<file path="src/rtl/gpio_pkg.sv">
package gpio_pkg;
    typedef enum logic [1:0] {
        IRQ_LOW  = 2'd0,
        IRQ_FALL = 2'd1,
        IRQ_RISE = 2'd2,
        IRQ_BOTH = 2'd3
    } irq_mode_e;

    localparam logic [1:0] ADDR_DATA = 2'd0;
    localparam logic [1:0] ADDR_DIR  = 2'd1;
    localparam logic [1:0] ADDR_OPT  = 2'd2;
endpackage

</file>
<file path="src/rtl/gpio_regs.sv">
module gpio_regs #(
    parameter int N_PINS = 8
) (
    input  logic              clk,
    input  logic              rst_n,
    input  logic              wr_en,
    input  logic [1:0]        addr,
    input  logic [N_PINS-1:0] wr_data,
    output logic [N_PINS-1:0] latch,
    output logic [N_PINS-1:0] dir,
    output logic [N_PINS-1:0] opt
);
    import gpio_pkg::*;

    typedef struct packed {
        logic [N_PINS-1:0] latch;
        logic [N_PINS-1:0] dir;
        logic [N_PINS-1:0] opt;
    } regs_t;

    regs_t st_d, st_q;

    always_comb begin
        st_d = st_q;
        if (wr_en) begin
            case (addr)
                ADDR_DATA: st_d.latch = wr_data;
                ADDR_DIR:  st_d.dir   = wr_data;
                ADDR_OPT:  st_d.opt   = wr_data;
                default:   st_d       = st_q;
            endcase
        end
    end

    always_ff @(posedge clk or negedge rst_n) begin
        if (!rst_n) st_q <= '0;
        else        st_q <= st_d;
    end

    assign latch = st_q.latch;
    assign dir   = st_q.dir;
    assign opt   = st_q.opt;
endmodule

</file>
<file path="src/rtl/gpio_pad_ctrl.sv">
module gpio_pad_ctrl #(
    parameter int N_PINS = 8
) (
    input  logic [N_PINS-1:0] latch,
    input  logic [N_PINS-1:0] dir,
    input  logic [N_PINS-1:0] opt,
    input  logic [N_PINS-1:0] pad_in,
    input  logic [N_PINS-1:0] alt_out_en,
    input  logic [N_PINS-1:0] alt_out_val,
    input  logic [N_PINS-1:0] alt_out_od,
    input  logic [N_PINS-1:0] alt_in_en,
    output logic [N_PINS-1:0] pad_oe,
    output logic [N_PINS-1:0] pad_out,
    output logic [N_PINS-1:0] pad_pu,
    output logic [N_PINS-1:0] pin_rd
);
    for (genvar i = 0; i < N_PINS; i++) begin : g_pin
        always_comb begin
            pad_oe[i]  = 1'b0;
            pad_out[i] = 1'b0;
            pad_pu[i]  = 1'b0;
            pin_rd[i]  = pad_in[i];
            if (alt_out_en[i]) begin
                pad_oe[i]  = alt_out_od[i] ? ~alt_out_val[i] : 1'b1;
                pad_out[i] = alt_out_od[i] ? 1'b0 : alt_out_val[i];
            end else if (alt_in_en[i]) begin
                pin_rd[i]  = pad_in[i];
            end else if (dir[i]) begin
                pad_oe[i]  = opt[i] ? ~latch[i] : 1'b1;
                pad_out[i] = opt[i] ? 1'b0 : latch[i];
                pin_rd[i]  = latch[i];
            end else begin
                pad_pu[i]  = opt[i];
            end
        end
    end
endmodule

</file>
<file path="src/rtl/gpio_irq.sv">
module gpio_irq #(
    parameter int N_PINS = 8
) (
    input  logic              clk,
    input  logic              rst_n,
    input  logic [N_PINS-1:0] pad_in,
    input  logic [N_PINS-1:0] grp_pins,
    input  logic              grp_mask,
    input  logic [1:0]        mode,
    output logic              irq_req
);
    import gpio_pkg::*;

    typedef struct packed {
        logic [N_PINS-1:0] sync1;
        logic [N_PINS-1:0] sync2;
        logic              lvl_prev;
        logic              irq;
    } irq_t;

    irq_t st_d, st_q;
    logic grp_lvl, grp_active, fall, rise, hit;
    irq_mode_e mode_e;

    always_comb begin
        mode_e     = irq_mode_e'(mode);
        grp_lvl    = &(st_q.sync2 | ~grp_pins);
        grp_active = (|grp_pins) & ~grp_mask;
        fall       = st_q.lvl_prev & ~grp_lvl;
        rise       = ~st_q.lvl_prev & grp_lvl;
        case (mode_e)
            IRQ_LOW:  hit = ~grp_lvl;
            IRQ_FALL: hit = fall;
            IRQ_RISE: hit = rise;
            default:  hit = fall | rise;
        endcase
        st_d          = st_q;
        st_d.sync1    = pad_in;
        st_d.sync2    = st_q.sync1;
        st_d.lvl_prev = grp_lvl;
        st_d.irq      = grp_active & hit;
    end

    always_ff @(posedge clk or negedge rst_n) begin
        if (!rst_n) begin
            st_q          <= '0;
            st_q.lvl_prev <= 1'b1;
        end else begin
            st_q <= st_d;
        end
    end

    assign irq_req = st_q.irq;
endmodule

</file>
<file path="src/rtl/gpio_port.sv">
module gpio_port #(
    parameter int N_PINS = 8
) (
    input  logic              clk,
    input  logic              rst_n,
    input  logic              wr_en,
    input  logic [1:0]        addr,
    input  logic [N_PINS-1:0] wr_data,
    output logic [N_PINS-1:0] rd_data,
    input  logic [N_PINS-1:0] pad_in,
    output logic [N_PINS-1:0] pad_oe,
    output logic [N_PINS-1:0] pad_out,
    output logic [N_PINS-1:0] pad_pu,
    input  logic [N_PINS-1:0] alt_out_en,
    input  logic [N_PINS-1:0] alt_out_val,
    input  logic [N_PINS-1:0] alt_out_od,
    input  logic [N_PINS-1:0] alt_in_en,
    input  logic [1:0]        irq_mode,
    output logic              irq_req
);
    import gpio_pkg::*;

    logic [N_PINS-1:0] latch, dir, opt, pin_rd, grp_pins;
    logic              grp_mask;

    gpio_regs #(.N_PINS(N_PINS)) u_regs (
        .clk(clk), .rst_n(rst_n), .wr_en(wr_en), .addr(addr),
        .wr_data(wr_data), .latch(latch), .dir(dir), .opt(opt)
    );

    gpio_pad_ctrl #(.N_PINS(N_PINS)) u_pads (
        .latch(latch), .dir(dir), .opt(opt), .pad_in(pad_in),
        .alt_out_en(alt_out_en), .alt_out_val(alt_out_val),
        .alt_out_od(alt_out_od), .alt_in_en(alt_in_en),
        .pad_oe(pad_oe), .pad_out(pad_out), .pad_pu(pad_pu), .pin_rd(pin_rd)
    );

    // group membership and override masking
    assign grp_pins = ~dir & opt;
    assign grp_mask = |(grp_pins & (alt_in_en | alt_out_en));

    gpio_irq #(.N_PINS(N_PINS)) u_irq (
        .clk(clk), .rst_n(rst_n), .pad_in(pad_in), .grp_pins(grp_pins),
        .grp_mask(grp_mask), .mode(irq_mode), .irq_req(irq_req)
    );

    always_comb begin
        case (addr)
            ADDR_DATA: rd_data = pin_rd;
            ADDR_DIR:  rd_data = dir;
            ADDR_OPT:  rd_data = opt;
            default:   rd_data = '0;
        endcase
    end
endmodule

</file>
<file path="config.mk">
export PLATFORM = sky130hd
export DESIGN_NAME = gpio_port
export DESIGN_NICKNAME = d
export VERILOG_FILES = /design/src/rtl/gpio_pkg.sv /design/src/rtl/gpio_regs.sv /design/src/rtl/gpio_pad_ctrl.sv /design/src/rtl/gpio_irq.sv /design/src/rtl/gpio_port.sv
export SDC_FILE = /design/constraint.sdc
export NUM_CORES = 1
export LEC_CHECK = 0
export BUFFER_PORTS_ARGS = -buffer_cell sky130_fd_sc_hd__buf_2
export CAP_MARGIN = 5
export CORE_ASPECT_RATIO = 1.4
export CORE_MARGIN = 4
export CORE_UTILIZATION = 30
export DETAILED_ROUTE_END_ITERATION = 12
export GPL_TIMING_DRIVEN = 0
export SLEW_MARGIN = 25
export SYNTH_ARGS = -nofsm -noshare
export SYNTH_HDL_FRONTEND = slang
export SYNTH_SLANG_ARGS = --single-unit
</file>
<file path="constraint.sdc">
create_clock -name clk -period 1.9 [get_ports clk]
set_input_delay 0.475 -clock clk [delete_from_list [all_inputs] [get_ports clk]]
set_output_delay 0.475 -clock clk [all_outputs]
set_load 0.005 [all_outputs]
</file>
==> results.cfg <==
[clocking]
path_clk_slew_ps = 70
cts_buffers = 5
cts_max_level = 2
clock_sink_count = 42
cts_buffer_depth = 2
insertion_delay_ps = 280
cts_root_buffer = clkbuf_8
cts-hold-fix-buffers = 0
cts_tree = built

[worst_setup_path]
path_class = register to register
start_kind = register
worst_ep_arrival_time_ps = 2180
r2r_start = u_regs.opt[5]$_DFFE_PN0P_
ff2ff_setup_slack_ps = -60
critPathMaxStageDelay_ps = 550
critPathRequiredTime_ps = 2130
r2r_end = u_irq.irq_req$_DFF_PN0_
cp-end-kind = register
cp_max_fo = 4
rr_worst_depth = 8
path_cells = nand2b_4, o22ai_2, or4_4, ha_4, and2_4, o21ai_2, o211a_1, o311a_1
critical-path-slowest-cell = or4_4

[floorplan]
die-height_microns = 108
ios = 88
rows = 36
core_area_sq_um = 6980
die_area_sq_um = 8600
die_x_microns = 79.5
start_util_pct = 30.8

[drt]
antenna_left = 0
first_pass_iters = 4
wire_per_inst_microns = 15.0
drc_errors = 0
avgViaCountPerCell = 4.89
drt-initial-drc-count = 108
vias = 2107
drt-total-wl_microns = 6460

[sta]
fin_skew_ps = 5.35
rsz0062_at_grt = true
setup_violations = 1
final_hold_viol_count = 0
drv_slew = 0
worst_slew_pin_slew_ps = 535
max_freq_ghz = 0.511
post-route-min-period_ps = 1960
post-route-period-util_pct = 103
setup_ws_ps = -57.8
fin_tns_setup_ps = -57.8
maxSlewHeadroom_pct = 64.3

[yosys]
synth_top_cells_by_count = dfrtp_1, nand2_1, a21o_1
yosys.area_share.simple_pct = 17.4
ys_warn_count = 0
yosysUniqueCellTypes = 39
synth_edf_count = 0
syn_inst = 217
syn-cell-area_sq_um = 2150
synth_area_per_cell_sq_um = 9.90
synth_most_common_cell = dfrtp_1
synth_compound_area_share_pct = 21.1
ys_ff_latch = 42
synthAdderAreaFrac_pct = 1.16
ys_seq_area_share_pct = 49.0
ys_async_sr_fraction_pct = 100
synth_area_leaders = dfrtp_1, nand2_1, mux2_2, a21o_1, o21ai_0
synth_ff_type = dfrtp_1
syn_nets = 274
synth_top_area_cell = dfrtp_1
synth_mux_area_share_pct = 8.91
yosysTopAreaCellShare_pct = 47.8
synth_top_family_by_area = compound AO/OA/AOI/OAI gates
synth_xor_area_share_pct = 0

[power_and_ir_drop]
vdd_drop_max_v = 0.000386
power.density_nw_per_um2 = 814
p_leak_nw = 1.53

[global_route]
antenna_found_initial = 0
grt-ovfl-total = 0
track_usage_pct = 15.5
grt_pass1_vias = 2100
grt_pass1_wl_microns = 10200
grt_max_degree = 43

[run]
maxCapViolCount = 0

[finish]
antenna_cells = 0
area_growth_pct = 43.9
nets = 392
layout-drive-gt1-share_pct = 48.8

[outcome]
failed_checks = setup timing
outcome = finished with violations

[placed_design]
gp_congestion = 0.794
pre_cts_ws_ps = -231
io_buffers = 87
hpwl_microns = 4720

[hold_path]
hold_class = input port to asynchronous set/reset pin
-- per-stage QoR --
stage	total power, mW	cell area (sq um)	util [%]	cells	hold WS (ps)
floorplan	1.50	2170	-	217	179
global placement	1.76	2720	39.0	399	332
detailed placement	1.77	2720	39.0	399	335
CTS	2.50	3020	43.3	430	301
global route	2.69	3090	44.3	431	198
finish	2.51	3090	44.3	431	159
-- report_power, final --
part	leakage, nW	switching (mW)	internal [mW]
Clock	0.0395	0.276	0.261
Combinational	0.997	0.397	0.464
Sequential	0.492	0.0919	1.03
-- worst max path at each step --
stage                              startpoint                           to  slack (ps)
floorplan           u_regs.dir[6]$_DFFE_PN0P_      u_irq.irq_req$_DFF_PN0_         -40
global placement                      addr[1]  u_regs.latch[0]$_DFFE_PN0P_        -250
detailed placement                    addr[1]  u_regs.latch[2]$_DFFE_PN0P_        -230
CTS                 u_regs.opt[4]$_DFFE_PN0P_      u_irq.irq_req$_DFF_PN0_         -50
global route        u_regs.dir[5]$_DFFE_PN0P_      u_irq.irq_req$_DFF_PN0_        -110
finish              u_regs.opt[5]$_DFFE_PN0P_      u_irq.irq_req$_DFF_PN0_         -60
-- timing repair --
action,in CTS,in global routing
endpoints found under the setup margin,9,17
resized for setup,16,22
pin swaps,3,4
setup buffers,23,1
-- flip-flops by register name (all words and copies together) (netlist names) --
| signal | count |
|---|---|
| u_irq.irq_req | 1 |
| u_irq.st_d | 8 |
| u_irq.st_q | 9 |
| u_regs.dir | 8 |
| u_regs.latch | 8 |
| u_regs.opt | 8 |
-- logic make-up (layout without fill, tap and decap cells) --
family,Yosys count,in the layout
AO/OA/AOI/OAI,65,65
flip-flops,42,42
buffers and inverters,14,133
adder cells (fa/ha/maj),2,2
AND/OR/NAND/NOR,77,77
multiplexers,17,17
-- worst max-delay path, delay by kind of cell (launching register included) --
kind | cells | cell delay (ps)
compound gates | 4 | 470
fa+ha+maj | 1 | 220
simple gates | 3 | 780
flops | 1 | 430
-- layer usage --
metal  share of wire [%]  wire length (microns)  vias to the layer above  track usage, %
met5                   0                      0                        -               0
met4                 1.9                    121                        0            5.90
met3                 5.4                    351                        8            3.50
met2                  53                   3430                       70            26.9
met1                  40                   2560                      993            18.3
li1                    -                      -                     1036               -
-- layout make-up --
cell class	instances	area, sq um
flip-flops and latches	42	1060
fillers	705	3890
inverters	10	40.0
clock buffers	8	80.1
multi-input cells	161	1150
well taps	95	119
plain buffers	4	21.3
repair buffers	111	626
-- placed cells by master (no fill, tap or decap), drive strengths merged, types with 8 or more instances in the layout --
cell type / netlist / final
buf: 2 / 113
dfrtp: 41 / 41
nand2: 40 / 40
mux2: 17 / 17
o21ai: 16 / 16
a21o: 14 / 14
nor2: 11 / 11
inv: 10 / 10
clkbuf: 2 / 10
nor3: 8 / 8
nand2b: 8 / 8
o22ai: 8 / 8
Power figures use the tool's default switching activity.
